==> config.mk <==
export PLATFORM = sky130hd
export DESIGN_NAME = clkrec_ctrl
export DESIGN_NICKNAME = d
export VERILOG_FILES = /design/src/rtl/clkrec_pkg.sv /design/src/rtl/clkrec_timer.sv /design/src/rtl/clkrec_sat_cnt.sv /design/src/rtl/clkrec_fsm.sv /design/src/rtl/clkrec_ctrl.sv
export SDC_FILE = /design/constraint.sdc
export NUM_CORES = 1
export LEC_CHECK = 0
export ABC_CLOCK_PERIOD_IN_PS = 4100
export BUFFER_PORTS_ARGS = -buffer_cell sky130_fd_sc_hd__buf_2
export CORE_AREA = 2 2 85 120
export CTS_BUF_LIST = sky130_fd_sc_hd__clkbuf_16
export DETAILED_ROUTE_END_ITERATION = 8
export DIE_AREA = 0 0 87 122
export HOLD_SLACK_MARGIN = 0.05
export PLACE_DENSITY = 0.56
export RECOVER_POWER = 25
export REMOVE_ABC_BUFFERS = 1
export SLEW_MARGIN = 10
export SYNTH_ARGS = -nofsm -noshare
export SYNTH_HDL_FRONTEND = slang
export SYNTH_HIERARCHICAL = 1
export SYNTH_SLANG_ARGS = --single-unit
==> constraint.sdc <==
create_clock -name clk_i -period 4.1 [get_ports clk_i]
set_clock_uncertainty 0.05 [all_clocks]
set_input_delay 0.82 -clock clk_i [delete_from_list [all_inputs] [get_ports clk_i]]
set_output_delay 0.82 -clock clk_i [all_outputs]
set_load 0.02 [all_outputs]
==> src/rtl/clkrec_pkg.sv <==
package clkrec_pkg;

  typedef enum logic [1:0] {
    MODE_ESCALATE   = 2'b00,
    MODE_RST_ONLY   = 2'b01,
    MODE_SCRUB_ONLY = 2'b10,
    MODE_SCRUB_RST  = 2'b11
  } rec_mode_e;

  typedef enum logic [2:0] {
    ST_IDLE,
    ST_RST,
    ST_LOCK,
    ST_SETTLE,
    ST_SCRUB
  } rec_state_e;

  localparam int unsigned NUM_CLASS = 3;
  localparam int unsigned CLS_DP    = 0;
  localparam int unsigned CLS_CF    = 1;
  localparam int unsigned CLS_UR    = 2;

endpackage

==> src/rtl/clkrec_timer.sv <==
module clkrec_timer #(
  parameter int unsigned W = 8
) (
  input  logic         clk_i,
  input  logic         rst_ni,
  input  logic         load_i,
  input  logic [W-1:0] val_i,
  output logic         expired_o
);

  logic [W-1:0] cnt_q;

  always_ff @(posedge clk_i or negedge rst_ni) begin
    if (!rst_ni)            cnt_q <= '0;
    else if (load_i)        cnt_q <= val_i;
    else if (cnt_q != '0)   cnt_q <= cnt_q - 1'b1;
  end

  assign expired_o = (cnt_q == '0);

endmodule

==> src/rtl/clkrec_sat_cnt.sv <==
module clkrec_sat_cnt #(
  parameter int unsigned W = 8
) (
  input  logic         clk_i,
  input  logic         rst_ni,
  input  logic         inc_i,
  output logic [W-1:0] cnt_o
);

  logic [W-1:0] cnt_q;

  always_ff @(posedge clk_i or negedge rst_ni) begin
    if (!rst_ni)                    cnt_q <= '0;
    else if (inc_i && cnt_q != '1)  cnt_q <= cnt_q + 1'b1;
  end

  assign cnt_o = cnt_q;

endmodule

==> src/rtl/clkrec_fsm.sv <==
module clkrec_fsm
  import clkrec_pkg::*;
#(
  parameter int unsigned RST_CYCLES     = 8,
  parameter int unsigned SETTLE_CYCLES  = 16,
  parameter int unsigned LOCK_TMO_SHORT = 16000,
  parameter int unsigned LOCK_TMO_LONG  = 1250000,
  parameter int unsigned TMR_W          = 21
) (
  input  logic                 clk_i,
  input  logic                 rst_ni,
  input  logic [1:0]           mode_i,
  input  logic                 slow_lock_i,
  input  logic                 fault_i,
  input  logic                 locked_i,
  input  logic                 scrub_done_i,
  input  logic                 tmr_exp_i,
  output logic                 tmr_load_o,
  output logic [TMR_W-1:0]     tmr_val_o,
  output logic                 unit_rst_o,
  output logic                 scrub_req_o,
  output logic                 busy_o,
  output logic                 evt_valid_o,
  output logic                 evt_datapath_o,
  output logic                 evt_config_o,
  output logic                 evt_unrec_o,
  output logic [NUM_CLASS-1:0] inc_o
);

  localparam logic [TMR_W-1:0] RST_LD    = TMR_W'(RST_CYCLES - 1);
  localparam logic [TMR_W-1:0] SETTLE_LD = TMR_W'(SETTLE_CYCLES - 1);
  localparam logic [TMR_W-1:0] TMO_S_LD  = TMR_W'(LOCK_TMO_SHORT - 1);
  localparam logic [TMR_W-1:0] TMO_L_LD  = TMR_W'(LOCK_TMO_LONG - 1);

  rec_state_e state_q, state_d;
  rec_mode_e  mode_q, mode_d;
  logic       scrubbed_q, scrubbed_d;
  logic       armed_q, armed_d;
  logic       step_pass, step_fail;
  logic       dp_inc, cf_inc, ur_inc;

  always_comb begin
    state_d    = state_q;
    mode_d     = mode_q;
    scrubbed_d = scrubbed_q;
    armed_d    = armed_q;
    tmr_load_o = 1'b0;
    tmr_val_o  = '0;
    step_pass  = 1'b0;
    step_fail  = 1'b0;
    dp_inc     = 1'b0;
    cf_inc     = 1'b0;
    ur_inc     = 1'b0;

    unique case (state_q)
      ST_IDLE: begin
        if (!fault_i) armed_d = 1'b1;
        if (fault_i && armed_q) begin
          mode_d     = rec_mode_e'(mode_i);
          scrubbed_d = 1'b0;
          // bit 1 of the mode selects a rewrite as the first step
          if (mode_i[1]) begin
            state_d = ST_SCRUB;
          end else begin
            state_d    = ST_RST;
            tmr_load_o = 1'b1;
            tmr_val_o  = RST_LD;
          end
        end
      end
      ST_RST: begin
        if (tmr_exp_i) begin
          state_d    = ST_LOCK;
          tmr_load_o = 1'b1;
          tmr_val_o  = slow_lock_i ? TMO_L_LD : TMO_S_LD;
        end
      end
      ST_LOCK: begin
        if (locked_i) begin
          state_d    = ST_SETTLE;
          tmr_load_o = 1'b1;
          tmr_val_o  = SETTLE_LD;
        end else if (tmr_exp_i) begin
          step_fail = 1'b1;
        end
      end
      ST_SETTLE: begin
        // lock alone is not trusted: the monitor must also report clean
        if (tmr_exp_i) begin
          if (locked_i && !fault_i) step_pass = 1'b1;
          else                      step_fail = 1'b1;
        end
      end
      ST_SCRUB: begin
        // lock is not watched while the rewrite runs
        if (scrub_done_i) begin
          scrubbed_d = 1'b1;
          tmr_load_o = 1'b1;
          if (mode_q == MODE_SCRUB_ONLY) begin
            state_d   = ST_SETTLE;
            tmr_val_o = SETTLE_LD;
          end else begin
            state_d   = ST_RST;
            tmr_val_o = RST_LD;
          end
        end
      end
      default: state_d = ST_IDLE;
    endcase

    if (step_pass) begin
      state_d = ST_IDLE;
      if (scrubbed_q) cf_inc = 1'b1;
      else            dp_inc = 1'b1;
    end

    if (step_fail) begin
      if (mode_q == MODE_ESCALATE && !scrubbed_q) begin
        state_d = ST_SCRUB;
      end else begin
        state_d = ST_IDLE;
        ur_inc  = 1'b1;
        armed_d = 1'b0;
      end
    end
  end

  always_ff @(posedge clk_i or negedge rst_ni) begin
    if (!rst_ni) begin
      state_q        <= ST_IDLE;
      mode_q         <= MODE_ESCALATE;
      scrubbed_q     <= 1'b0;
      armed_q        <= 1'b1;
      evt_valid_o    <= 1'b0;
      evt_datapath_o <= 1'b0;
      evt_config_o   <= 1'b0;
      evt_unrec_o    <= 1'b0;
    end else begin
      state_q        <= state_d;
      mode_q         <= mode_d;
      scrubbed_q     <= scrubbed_d;
      armed_q        <= armed_d;
      evt_valid_o    <= dp_inc | cf_inc | ur_inc;
      evt_datapath_o <= dp_inc;
      evt_config_o   <= cf_inc;
      evt_unrec_o    <= ur_inc;
    end
  end

  assign unit_rst_o          = (state_q == ST_RST);
  assign scrub_req_o         = (state_q == ST_SCRUB);
  assign busy_o              = (state_q != ST_IDLE);
  assign inc_o[CLS_DP]       = dp_inc;
  assign inc_o[CLS_CF]       = cf_inc;
  assign inc_o[CLS_UR]       = ur_inc;

endmodule

==> src/rtl/clkrec_ctrl.sv <==
module clkrec_ctrl
  import clkrec_pkg::*;
#(
  parameter int unsigned RST_CYCLES     = 8,
  parameter int unsigned SETTLE_CYCLES  = 16,
  parameter int unsigned LOCK_TMO_SHORT = 16000,
  parameter int unsigned LOCK_TMO_LONG  = 1250000,
  parameter int unsigned CNT_W          = 8
) (
  input  logic             clk_i,
  input  logic             rst_ni,
  input  logic [1:0]       mode_i,
  input  logic             slow_lock_i,
  input  logic             fault_i,
  input  logic             locked_i,
  input  logic             scrub_done_i,
  output logic             unit_rst_o,
  output logic             scrub_req_o,
  output logic             busy_o,
  output logic             evt_valid_o,
  output logic             evt_datapath_o,
  output logic             evt_config_o,
  output logic             evt_unrec_o,
  output logic [CNT_W-1:0] cnt_datapath_o,
  output logic [CNT_W-1:0] cnt_config_o,
  output logic [CNT_W-1:0] cnt_unrec_o
);

  localparam int unsigned TMO_MAX = (LOCK_TMO_LONG > LOCK_TMO_SHORT) ? LOCK_TMO_LONG : LOCK_TMO_SHORT;
  localparam int unsigned LOC_MAX = (RST_CYCLES > SETTLE_CYCLES) ? RST_CYCLES : SETTLE_CYCLES;
  localparam int unsigned TMR_MAX = (TMO_MAX > LOC_MAX) ? TMO_MAX : LOC_MAX;
  localparam int unsigned TMR_W   = $clog2(TMR_MAX + 1);

  logic                 tmr_load, tmr_exp;
  logic [TMR_W-1:0]     tmr_val;
  logic [NUM_CLASS-1:0] inc;
  logic [CNT_W-1:0]     cnt [NUM_CLASS];

  clkrec_fsm #(
    .RST_CYCLES    (RST_CYCLES),
    .SETTLE_CYCLES (SETTLE_CYCLES),
    .LOCK_TMO_SHORT(LOCK_TMO_SHORT),
    .LOCK_TMO_LONG (LOCK_TMO_LONG),
    .TMR_W         (TMR_W)
  ) fsm_i (
    .clk_i         (clk_i),
    .rst_ni        (rst_ni),
    .mode_i        (mode_i),
    .slow_lock_i   (slow_lock_i),
    .fault_i       (fault_i),
    .locked_i      (locked_i),
    .scrub_done_i  (scrub_done_i),
    .tmr_exp_i     (tmr_exp),
    .tmr_load_o    (tmr_load),
    .tmr_val_o     (tmr_val),
    .unit_rst_o    (unit_rst_o),
    .scrub_req_o   (scrub_req_o),
    .busy_o        (busy_o),
    .evt_valid_o   (evt_valid_o),
    .evt_datapath_o(evt_datapath_o),
    .evt_config_o  (evt_config_o),
    .evt_unrec_o   (evt_unrec_o),
    .inc_o         (inc)
  );

  clkrec_timer #(.W(TMR_W)) tmr_i (
    .clk_i    (clk_i),
    .rst_ni   (rst_ni),
    .load_i   (tmr_load),
    .val_i    (tmr_val),
    .expired_o(tmr_exp)
  );

  for (genvar g = 0; g < NUM_CLASS; g++) begin : g_cnt
    clkrec_sat_cnt #(.W(CNT_W)) cnt_i (
      .clk_i (clk_i),
      .rst_ni(rst_ni),
      .inc_i (inc[g]),
      .cnt_o (cnt[g])
    );
  end

  assign cnt_datapath_o = cnt[CLS_DP];
  assign cnt_config_o   = cnt[CLS_CF];
  assign cnt_unrec_o    = cnt[CLS_UR];

endmodule

==> flow_metrics.tcl, run 1 <==
set metrics [dict create \
    status "complete, but fails checks" \
    violations "capacitance limit, slew limit" \
    period_share_pct 82.8 \
    leakage_nw 1.62 \
    via_count 2396 \
    drt_first_pass_iters 4 \
    cp_max_fo 8 \
    grt_pass1_wl_um 11500 \
    dr_wl_met2_um 3540 \
    crit_required_ns 4.24 \
    synth_top_area_share_pct 41.9 \
    post-route-min-period_ns 3.39 \
    min_to "fsm_i/mode_q[0]" \
    synth-compound-area-share_pct 16.8 \
    ioPinCount 39 \
    synth_fa_ha_area_share_pct 1.90 \
    cap_violations 1 \
    synthTopCellsByArea "dfrtp_1, buf_4, xnor2_1" \
    path_clk_slew_ns 0.07 \
    htreeDepth 2 \
    rsz0062_at_grt "no" \
    post_cts_buffers 0 \
    r2r_setup_slack_ns 0.71 \
    synthesis.area_um2 3280 \
    p_per_area_nw_per_um2 532 \
    critPathLaunchType "flop" \
    fin_nets 352 \
    critPathCaptureType "flop" \
    critical_path_class "flop to flop" \
    slew_headroom_pct -24.3 \
    initial_core_util_pct 34.1 \
    grt_pass1_vias 2491 \
    yosys.area.top_type "dfrtp_1" \
    synth-seq-area-share_pct 42.7 \
    numCtsBuffers 5 \
    final_common_cell "dfrtp_1" \
    die_w_um 87 \
    area_delta_synth_final_pct 8.69 \
    fmax_mhz 295 \
    layout_common_cells "dfrtp_1, buf_2, nand2_1, nor2_1, xnor2_1" \
    synthMuxAreaShare_pct 4.42 \
    cts_tree "built" \
    top_layer "met4" \
    hold_viol_final 0 \
    ys.flop_type "dfrtp_1" \
    postCtsHoldBufs 0 \
    gpl.final_weighted_congestion 0.766 \
    die_area_um2 10600 \
    arrival_ns 3.53 \
    met1_length_um 2880 \
    yosys_warnings 6 \
    wl_met3_um 217 \
    synth-seq-cells 56 \
    synthDistinctLibCells 62 \
    grt.overflow.total 0 \
    fin_setup_tns_ns 0 \
    hold_path_class "flop to flop" \
    tightest_slew_ns 1.86 \
    hp-start "fsm_i/mode_q[0]" \
    clockBufferDepth 2 \
    synthXorXnorAreaFrac_pct 5.87 \
    grt_max_degree 36 \
    r2r-start "tmr_i/cnt_q[0]" \
    via_per_inst 5.30 \
    fin_util_pct 37.1 \
    grt_util_all_layers_pct 13.6 \
    drc 0 \
    clk_latency_ns 0.30 \
    finalSetupViolCount 0 \
    first_iter_violations 71 \
    synthCells 317 \
    final_antenna_net_count 0 \
    root_buffer "clkbuf_16" \
    whs_ns 0.475 \
    num-fill-cells 958 \
    avgSynthCellArea_um2 10.4 \
    port_buffers 38 \
    routedWlPerCell_um 15.0 \
    synth_edf_count 0 \
    coreArea_um2 9630 \
    antenna_cells 0 \
    holdPathStages 1 \
    ir_drop_mv 0.190 \
    reg2reg_depth 11 \
    antenna_found_initial 0 \
    clkSinkCount 56 \
    drt_wl_total_um 6760 \
    die_h_um 122 \
    synth-simple-area-share_pct 20.5 \
    synthArstFlopShare_pct 100 \
    place_hpwl_um 5030 \
    rows 43 \
    cts.repair.resized 0 \
    synth_top_family_by_area "simple AND/OR/NAND/NOR gates" \
    r2r_end "g_cnt[2].cnt_i/cnt_o[5]" \
    drive_above_1_share_pct 22.9 \
    drv_slew 36 \
]
==> cells by family (layout without fill, tap and decap cells) <==
kind of cell	after synthesis	count (layout)
AND/OR/NAND/NOR	106	106
flip-flops	56	56
buffers and inverters	41	60
AO/OA/AOI/OAI	74	74
adder cells (fa/ha/maj)	5	5
multiplexers	12	12
other	1	5
XOR/XNOR	22	22
==> sequential cells by signal, indices dropped and copies added, names as in the netlist <==
| name | count |
|---|---|
| fsm_i/state_q | 3 |
| fsm_i/evt_valid_o | 1 |
| fsm_i/evt_config_o | 1 |
| g_cnt.cnt_i/cnt_o | 24 |
| fsm_i/scrubbed_q | 1 |
| fsm_i/armed_q | 1 |
| fsm_i/evt_datapath_o | 1 |
| tmr_i/cnt_q | 21 |
| fsm_i/mode_q | 2 |
| fsm_i/evt_unrec_o | 1 |
==> cells in the mapped netlist, types with 6 or more instances <==
cell and instances:
dfrtp_1 55, inv_1 12, a41oi_1 6, nor2_1 17, nand3_1 9, a22o_1 6, a21oi_1 12, nor3_1 11
mux2_1 6, o31ai_1 8, nand2_1 24, xnor2_1 15, xor2_1 7, a31oi_1 6, buf_4 21
==> worst max-delay path, stage by stage, from the launching register on <==
cell,delay (ns)
dfrtp_1,0.42
inv_1,0.13
ha_1,0.19
or4b_1,0.49
nor4b_4,0.26
and2_1,0.31
nand2_1,0.11
a211oi_1,0.29
and2b_1,0.35
and4_4,0.31
nand3_2,0.09
mux2_4,0.30
==> worst max path at each step <==
stage	startpoint	to	cells past startpoint
after CTS	tmr_i/cnt_q[0]	g_cnt[1].cnt_i/cnt_o[5]	12
after global placement	tmr_i/cnt_q[0]	g_cnt[1].cnt_i/cnt_o[5]	12
final	tmr_i/cnt_q[0]	g_cnt[2].cnt_i/cnt_o[5]	11
after floorplan	tmr_i/cnt_q[0]	tmr_i/cnt_q[7]	10
after global routing	tmr_i/cnt_q[0]	g_cnt[1].cnt_i/cnt_o[5]	12
after detailed placement	tmr_i/cnt_q[0]	g_cnt[2].cnt_i/cnt_o[5]	11
==> power breakdown <==
group          total (W)  leakage [nW]  internal [W]  switching, W
clock           0.000428        0.0702      0.000228      0.000200
sequential      0.000806         0.747      0.000662      0.000144
combinational   0.000666         0.800      0.000302      0.000364
total            0.00190          1.62       0.00119      0.000708
==> metal layers <==
metal	up-vias	GRT usage [%]
met5	-	0
li1	1180	-
met4	0	4.30
met1	1173	15.8
met3	9	2.57
met2	34	24.7
==> stage by stage <==
stage,power (W),setup slack (ns),instances,area (um^2)
floorplan,0.00132,0.916,292,3090
global placement,0.00148,0.809,444,3440
global route,0.00204,0.457,452,3570
detailed placement,0.00150,0.715,444,3440
finish,0.00190,0.707,452,3570
CTS,0.00194,0.708,452,3580
==> final cells by class <==
class,instances,area [um^2],share of cell area [%]
multi-input cells,224,1630,45.7
well taps,112,140,3.93
clock inverters,3,21.3,0.596
flip-flops and latches,56,1400,39.3
repair buffers,40,204,5.71
inverters,12,45.0,1.26
clock buffers,5,125,3.51
(Power assumes the default switching activity.)
==> run 2, diff against run 1 <==
--- a/config.mk
+++ b/config.mk
@@ -5,7 +5,7 @@
 export SDC_FILE = /design/constraint.sdc
 export NUM_CORES = 1
 export LEC_CHECK = 0
-export ABC_CLOCK_PERIOD_IN_PS = 4100
+export ABC_CLOCK_PERIOD_IN_PS = 3400
 export BUFFER_PORTS_ARGS = -buffer_cell sky130_fd_sc_hd__buf_2
 export CORE_AREA = 2 2 85 120
 export CTS_BUF_LIST = sky130_fd_sc_hd__clkbuf_16
==> constraint.sdc (replaced) <==
create_clock -name clk_i -period 3.4 [get_ports clk_i]
set_clock_uncertainty 0.05 [all_clocks]
set_input_delay 0.68 -clock clk_i [delete_from_list [all_inputs] [get_ports clk_i]]
set_output_delay 0.68 -clock clk_i [all_outputs]
set_load 0.02 [all_outputs]
==> flow_metrics.tcl, run 2 (synthesis results as in run 1) <==
set metrics [dict create \
    first_iter_violations 141 \
    drive_above_1_share_pct 24.7 \
    hp-start "g_cnt[2].cnt_i/cnt_o[0]" \
    min_to "g_cnt[2].cnt_i/cnt_o[0]" \
    die_w_um 87 \
    rsz0062_at_grt "no" \
    reg2reg_depth 12 \
    crit_required_ns 3.54 \
    violations "capacitance limit, slew limit" \
    fin_setup_tns_ns 0 \
    initial_core_util_pct 34.1 \
    largest_reg_flops 24 \
    drt_wl_total_um 6820 \
    die_h_um 122 \
    fin_nets 356 \
    fmax_mhz 318 \
    drc 0 \
    via_count 2474 \
    gpl.final_weighted_congestion 0.772 \
    grt.overflow.total 0 \
    port_buffers 38 \
    routedWlPerCell_um 15.0 \
    cp_max_fo 6 \
    r2r_setup_slack_ns 0.26 \
    swShare_pct 37.6 \
    critical_path_class "flop to flop" \
    antenna_found_initial 0 \
    r2r_end "g_cnt[0].cnt_i/cnt_o[5]" \
    p_sw_w 0.000872 \
    drt_first_pass_iters 4 \
    place_hpwl_um 5030 \
    grt_pass1_wl_um 11700 \
    antenna_cells 0 \
    ioPinCount 39 \
    rows 43 \
    via_per_inst 5.43 \
    finalSetupViolCount 0 \
    root_buffer "clkbuf_16" \
    clk_latency_ns 0.30 \
    hold_viol_final 0 \
    num-fill-cells 946 \
    hold_path_class "flop to flop" \
    grt_util_all_layers_pct 13.8 \
    critPathLaunchType "flop" \
    die_area_um2 10600 \
    grt_max_degree 40 \
    path_clk_slew_ns 0.07 \
    post_cts_buffers 0 \
    drv_slew 40 \
    cts.repair.resized 0 \
    numCtsBuffers 5 \
    clockBufferDepth 2 \
    status "complete, but fails checks" \
    htreeDepth 2 \
    p_comb_share_pct 34.8 \
    p_seq_share_pct 42.2 \
    arrival_ns 3.28 \
    critPathCaptureType "flop" \
    post-route-min-period_ns 3.14 \
    ir_drop_mv 0.257 \
    final_common_cell "dfrtp_1" \
    area_delta_synth_final_pct 10.1 \
    final_antenna_net_count 0 \
    placed_area_um2 3470 \
    cap_violations 1 \
    p_clk_share_pct 23.0 \
    postCtsHoldBufs 0 \
    p_per_area_nw_per_um2 642 \
    r2r-start "tmr_i/cnt_q[0]" \
    grt_pass1_vias 2428 \
    slew_headroom_pct -41.6 \
    coreArea_um2 9630 \
    multi_input_area_um2 1650 \
    layout_common_cells "dfrtp_1, buf_2, nand2_1, nor2_1, xnor2_1" \
    cts_tree "built" \
    regArea_um2 1400 \
    final_area_um2 3620 \
    clkSinkCount 56 \
    period_share_pct 92.5 \
    p_int_w 0.00145 \
    tightest_slew_ns 2.12 \
    holdPathStages 1 \
    leakage_nw 1.65 \
]
==> run 2: cell count changes in the layout (fill, tap and decap cells not counted) <==
cell	previous run	this run
nor3_4	0	1
nor3_1	12	11
nor2_1	17	15
clkinvlp_4	1	0
nor2_2	0	2
buf_4	2	6
clkinv_4	0	1
==> run 2: metrics by stage <==
step	instances	power, W	util, %	hold WS [ns]	setup WS [ns]
floorplan	292	0.00159	-	0.334	0.216
global placement	448	0.00179	36.0	0.459	0.290
detailed placement	448	0.00180	36.0	0.469	0.177
CTS	456	0.00235	37.5	0.489	0.142
global route	456	0.00249	37.6	0.511	0.0350
finish	456	0.00232	37.6	0.478	0.256
==> run 2: power groups by stage <==
stage | registers, W | clock network, W | logic [W]
final | 0.000980 | 0.000535 | 0.000808
after global routing | 0.00100 | 0.000576 | 0.000909
after CTS | 0.000978 | 0.000554 | 0.000816
after detailed placement | 0.000990 | 0 | 0.000811
after global placement | 0.000986 | 0 | 0.000801
after floorplan | 0.000944 | 0 | 0.000643
==> run 2: worst max path at each step <==
stage / startpoint / end
floorplan: tmr_i/cnt_q[0] / tmr_i/cnt_q[7]
global placement: tmr_i/cnt_q[0] / g_cnt[0].cnt_i/cnt_o[5]
detailed placement: tmr_i/cnt_q[0] / g_cnt[0].cnt_i/cnt_o[5]
CTS: tmr_i/cnt_q[0] / g_cnt[0].cnt_i/cnt_o[5]
global route: tmr_i/cnt_q[0] / g_cnt[0].cnt_i/cnt_o[5]
finish: tmr_i/cnt_q[0] / g_cnt[0].cnt_i/cnt_o[5]
==> run 2: per-layer routing <==
metal	up-vias	part of all wire, %	GRT usage (%)
met3	7	3.4	2.71
met5	-	0	0
li1	1189	-	-
met1	1230	44	16.6
met2	48	51	24.3
met4	0	1.5	4.39
==> run 2: area by class of cell <==
cell class,instances,area share [%]
Clock buffer,5,3.46
Clock inverter,3,0.623
Tap cell,112,3.87
Multi-Input combinational cell,224,45.6
Sequential cell,56,38.8
Timing Repair Buffer,44,6.47
Inverter,12,1.25
==> run 2: critical path, stage by stage (launching register included) <==
cell,delay [ns]
dfrtp_1,0.42
inv_1,0.13
ha_1,0.18
or4b_1,0.50
nor4b_4,0.27
and2_1,0.19
nand2_1,0.08
nor2_1,0.11
nand3_1,0.17
nor2_2,0.26
and4_4,0.30
nand3_2,0.08
mux2_4,0.30
==> run 3, diff against run 2 <==
--- a/config.mk
+++ b/config.mk
@@ -5,14 +5,15 @@
 export SDC_FILE = /design/constraint.sdc
 export NUM_CORES = 1
 export LEC_CHECK = 0
+export ABC_AREA = 1
 export ABC_CLOCK_PERIOD_IN_PS = 3400
 export BUFFER_PORTS_ARGS = -buffer_cell sky130_fd_sc_hd__buf_2
-export CORE_AREA = 2 2 85 120
+export CORE_AREA = 2 2 91 129
 export CTS_BUF_LIST = sky130_fd_sc_hd__clkbuf_16
 export DETAILED_ROUTE_END_ITERATION = 8
-export DIE_AREA = 0 0 87 122
+export DIE_AREA = 0 0 93 131
 export HOLD_SLACK_MARGIN = 0.05
-export PLACE_DENSITY = 0.56
+export PLACE_DENSITY = 0.55
 export RECOVER_POWER = 25
 export REMOVE_ABC_BUFFERS = 1
 export SLEW_MARGIN = 10
==> flow_metrics.tcl, run 3 <==
set metrics [dict create \
    via_count 3225 \
    crit_required_ns 3.54 \
    p_int_w 0.00151 \
    synthXorXnorAreaFrac_pct 2.77 \
    drv_slew 0 \
    synthTopCellsByCount "nand2_1, nor2_1, dfrtp_1" \
    grt_pass1_wl_um 14600 \
    p_per_area_nw_per_um2 635 \
    final_common_cell "nand2_1" \
    ioPinCount 39 \
    dp.cells 693 \
    p_sw_w 0.00114 \
    final_antenna_net_count 0 \
    swShare_pct 43.1 \
    drt_wl_total_um 8390 \
    antenna_found_initial 0 \
    hold_path_class "flop to flop" \
    numCtsBuffers 5 \
    arrival_ns 2.65 \
    synthArstFlopShare_pct 100 \
    tightest_slew_ns 1.46 \
    dpl_worst_slack_ns 0.858 \
    leakage_nw 2.15 \
    slew_headroom_pct 2.81 \
    synth_edf_count 0 \
    avgSynthCellArea_um2 7.16 \
    die_area_um2 12200 \
    htreeDepth 2 \
    synthesis.area_um2 3790 \
    synth-seq-area-share_pct 37.0 \
    p_comb_share_pct 41.4 \
    post_cts_buffers 0 \
    synth-simple-area-share_pct 42.1 \
    finalSetupViolCount 0 \
    synthMuxAreaShare_pct 0 \
    ys.flop_type "dfrtp_1" \
    critPathCaptureType "flop" \
    rsz0062_at_grt "no" \
    yosysMostFrequentCell "nand2_1" \
    post-route-min-period_ns 2.50 \
    cap_violations 0 \
    drc 0 \
    grt_util_all_layers_pct 14.8 \
    antenna_cells 0 \
    synthCells 529 \
    synth_top_area_share_pct 36.3 \
    port_buffers 38 \
    die_h_um 131 \
    root_buffer "clkbuf_16" \
    grt_max_degree 57 \
    die_w_um 93 \
    coreArea_um2 11100 \
    routedWlPerCell_um 12.0 \
    place_hpwl_um 6340 \
    period_share_pct 73.6 \
    cp_max_fo 6 \
    grt.overflow.total 0 \
    yosys_warnings 6 \
    synth-seq-cells 56 \
    rows 46 \
    cts_tree "built" \
    via_per_inst 4.60 \
    synthTopCellsByArea "dfrtp_1, nand2_1, nor2_1" \
    critPathLaunchType "flop" \
    drt_first_pass_iters 5 \
    yosys.area.top_type "dfrtp_1" \
    clockBufferDepth 2 \
    drive_above_1_share_pct 19.9 \
    gpl.final_weighted_congestion 0.840 \
    postCtsHoldBufs 0 \
    fin_nets 569 \
    largest_reg_flops 24 \
    initial_core_util_pct 34.3 \
    grt_pass1_vias 3160 \
    synthDistinctLibCells 35 \
    area_delta_synth_final_pct 10.4 \
    synth_fa_ha_area_share_pct 1.65 \
    clkSinkCount 56 \
    p_seq_share_pct 35.8 \
    ir_drop_mv 0.234 \
    synth_top_family_by_area "simple AND/OR/NAND/NOR gates" \
    status "finished clean" \
    fin_setup_tns_ns 0 \
    fmax_mhz 400 \
    path_clk_slew_ns 0.07 \
    hold_viol_final 0 \
    cts.repair.resized 0 \
    p_clk_share_pct 22.8 \
    layout_common_cells "nand2_1, nor2_1, dfrtp_1, inv_1, buf_2" \
    finalNonFillerCells 701 \
    synth-compound-area-share_pct 5.22 \
    fin_ws_ns 0.899 \
    first_iter_violations 144 \
    critical_path_class "flop to flop" \
    clk_latency_ns 0.30 \
]
## run 3: cell types whose count changed in the layout (fill, tap and decap cells not counted), sizes merged, moves of 7 or more
| cell | previous run | this run |
|---|---|---|
| mux2 | 11 | 0 |
| nor2 | 18 | 91 |
| nand3 | 13 | 25 |
| o31ai | 8 | 0 |
| nand2 | 24 | 197 |
| o21ai | 10 | 23 |
| inv | 13 | 61 |
| xnor2 | 15 | 5 |
| nand4 | 3 | 10 |
## run 3: cell families after synthesis
group | Yosys count
flip-flops | 56
AO/OA/AOI/OAI | 35
adder cells (fa/ha/maj) | 5
other | 1
AND/OR/NAND/NOR | 334
XOR/XNOR | 12
buffers and inverters | 86
## run 3: critical path: stages (launching register included)
cell and delay [ns]:
dfrtp_1 0.42, nor2_2 0.15, nand2_2 0.10, nor2_4 0.17
nor4b_1 0.25, buf_4 0.19, nand3_1 0.13, nor2_1 0.43
nand2_1 0.13, nor2_2 0.16, nand3_1 0.10, nand2_1 0.08
nand2_1 0.05
## run 3: layout make-up
cell class	instances	area [um^2]
Clock inverter	3	47.5
Timing Repair Buffer	41	210
Tap cell	144	180
Fill cell	1207	6870
Clock buffer	5	125
Sequential cell	56	1400
Inverter	61	236
Multi-Input combinational cell	391	1980
## run 3: path summary, 6_finish.rpt
| check | depth (start not counted) | startpoint | end | slack, ns |
|---|---|---|---|---|
| worst min register to register | 1 | fsm_i/mode_q[1] | fsm_i/mode_q[1] | 0.47 |
| worst min-delay path | 1 | fsm_i/mode_q[1] | fsm_i/mode_q[1] | 0.47 |
| worst max-delay path | 12 | tmr_i/cnt_q[14] | g_cnt[1].cnt_i/cnt_o[7] | 0.90 |
| max in group asynchronous | 2 | rst_ni | g_cnt[0].cnt_i/cnt_o[5] | 1.66 |
| min in group asynchronous | 2 | rst_ni | tmr_i/cnt_q[5] | 0.76 |
| worst max register to register | 12 | tmr_i/cnt_q[14] | g_cnt[1].cnt_i/cnt_o[7] | 0.90 |
## run 3: power groups by stage
stage / Combinational (W) / Clock [W] / Sequential [W]
after global routing: 0.00127 / 0.000653 / 0.000969
after global placement: 0.00110 / 0 / 0.000954
after floorplan: 0.000859 / 0 / 0.000929
after CTS: 0.00111 / 0.000623 / 0.000947
after detailed placement: 0.00111 / 0 / 0.000960
final: 0.00110 / 0.000605 / 0.000950
## run 3: layer usage
layer  vias up  global-route usage [%]  wire length, um
met4         0                    5.71              221
met2        54                    27.3             4340
met1      1487                    16.9             3580
met5         -                       0                0
met3        14                    2.52              249
li1       1670                       -                -
## run 3: through the flow
| stage | power, W | cell area, um^2 | hold WS [ns] | utilization [%] |
|---|---|---|---|---|
| 3_3_place_gp | 0.00205 | 4010 | 0.451 | 36.3 |
| 4_1_cts | 0.00268 | 4190 | 0.472 | 37.9 |
| 6_report | 0.00265 | 4180 | 0.473 | 37.9 |
| 2_1_floorplan | 0.00179 | 3620 | 0.334 | - |
| 5_1_grt | 0.00289 | 4180 | 0.497 | 37.9 |
| 3_5_place_dp | 0.00207 | 4010 | 0.454 | 36.3 |
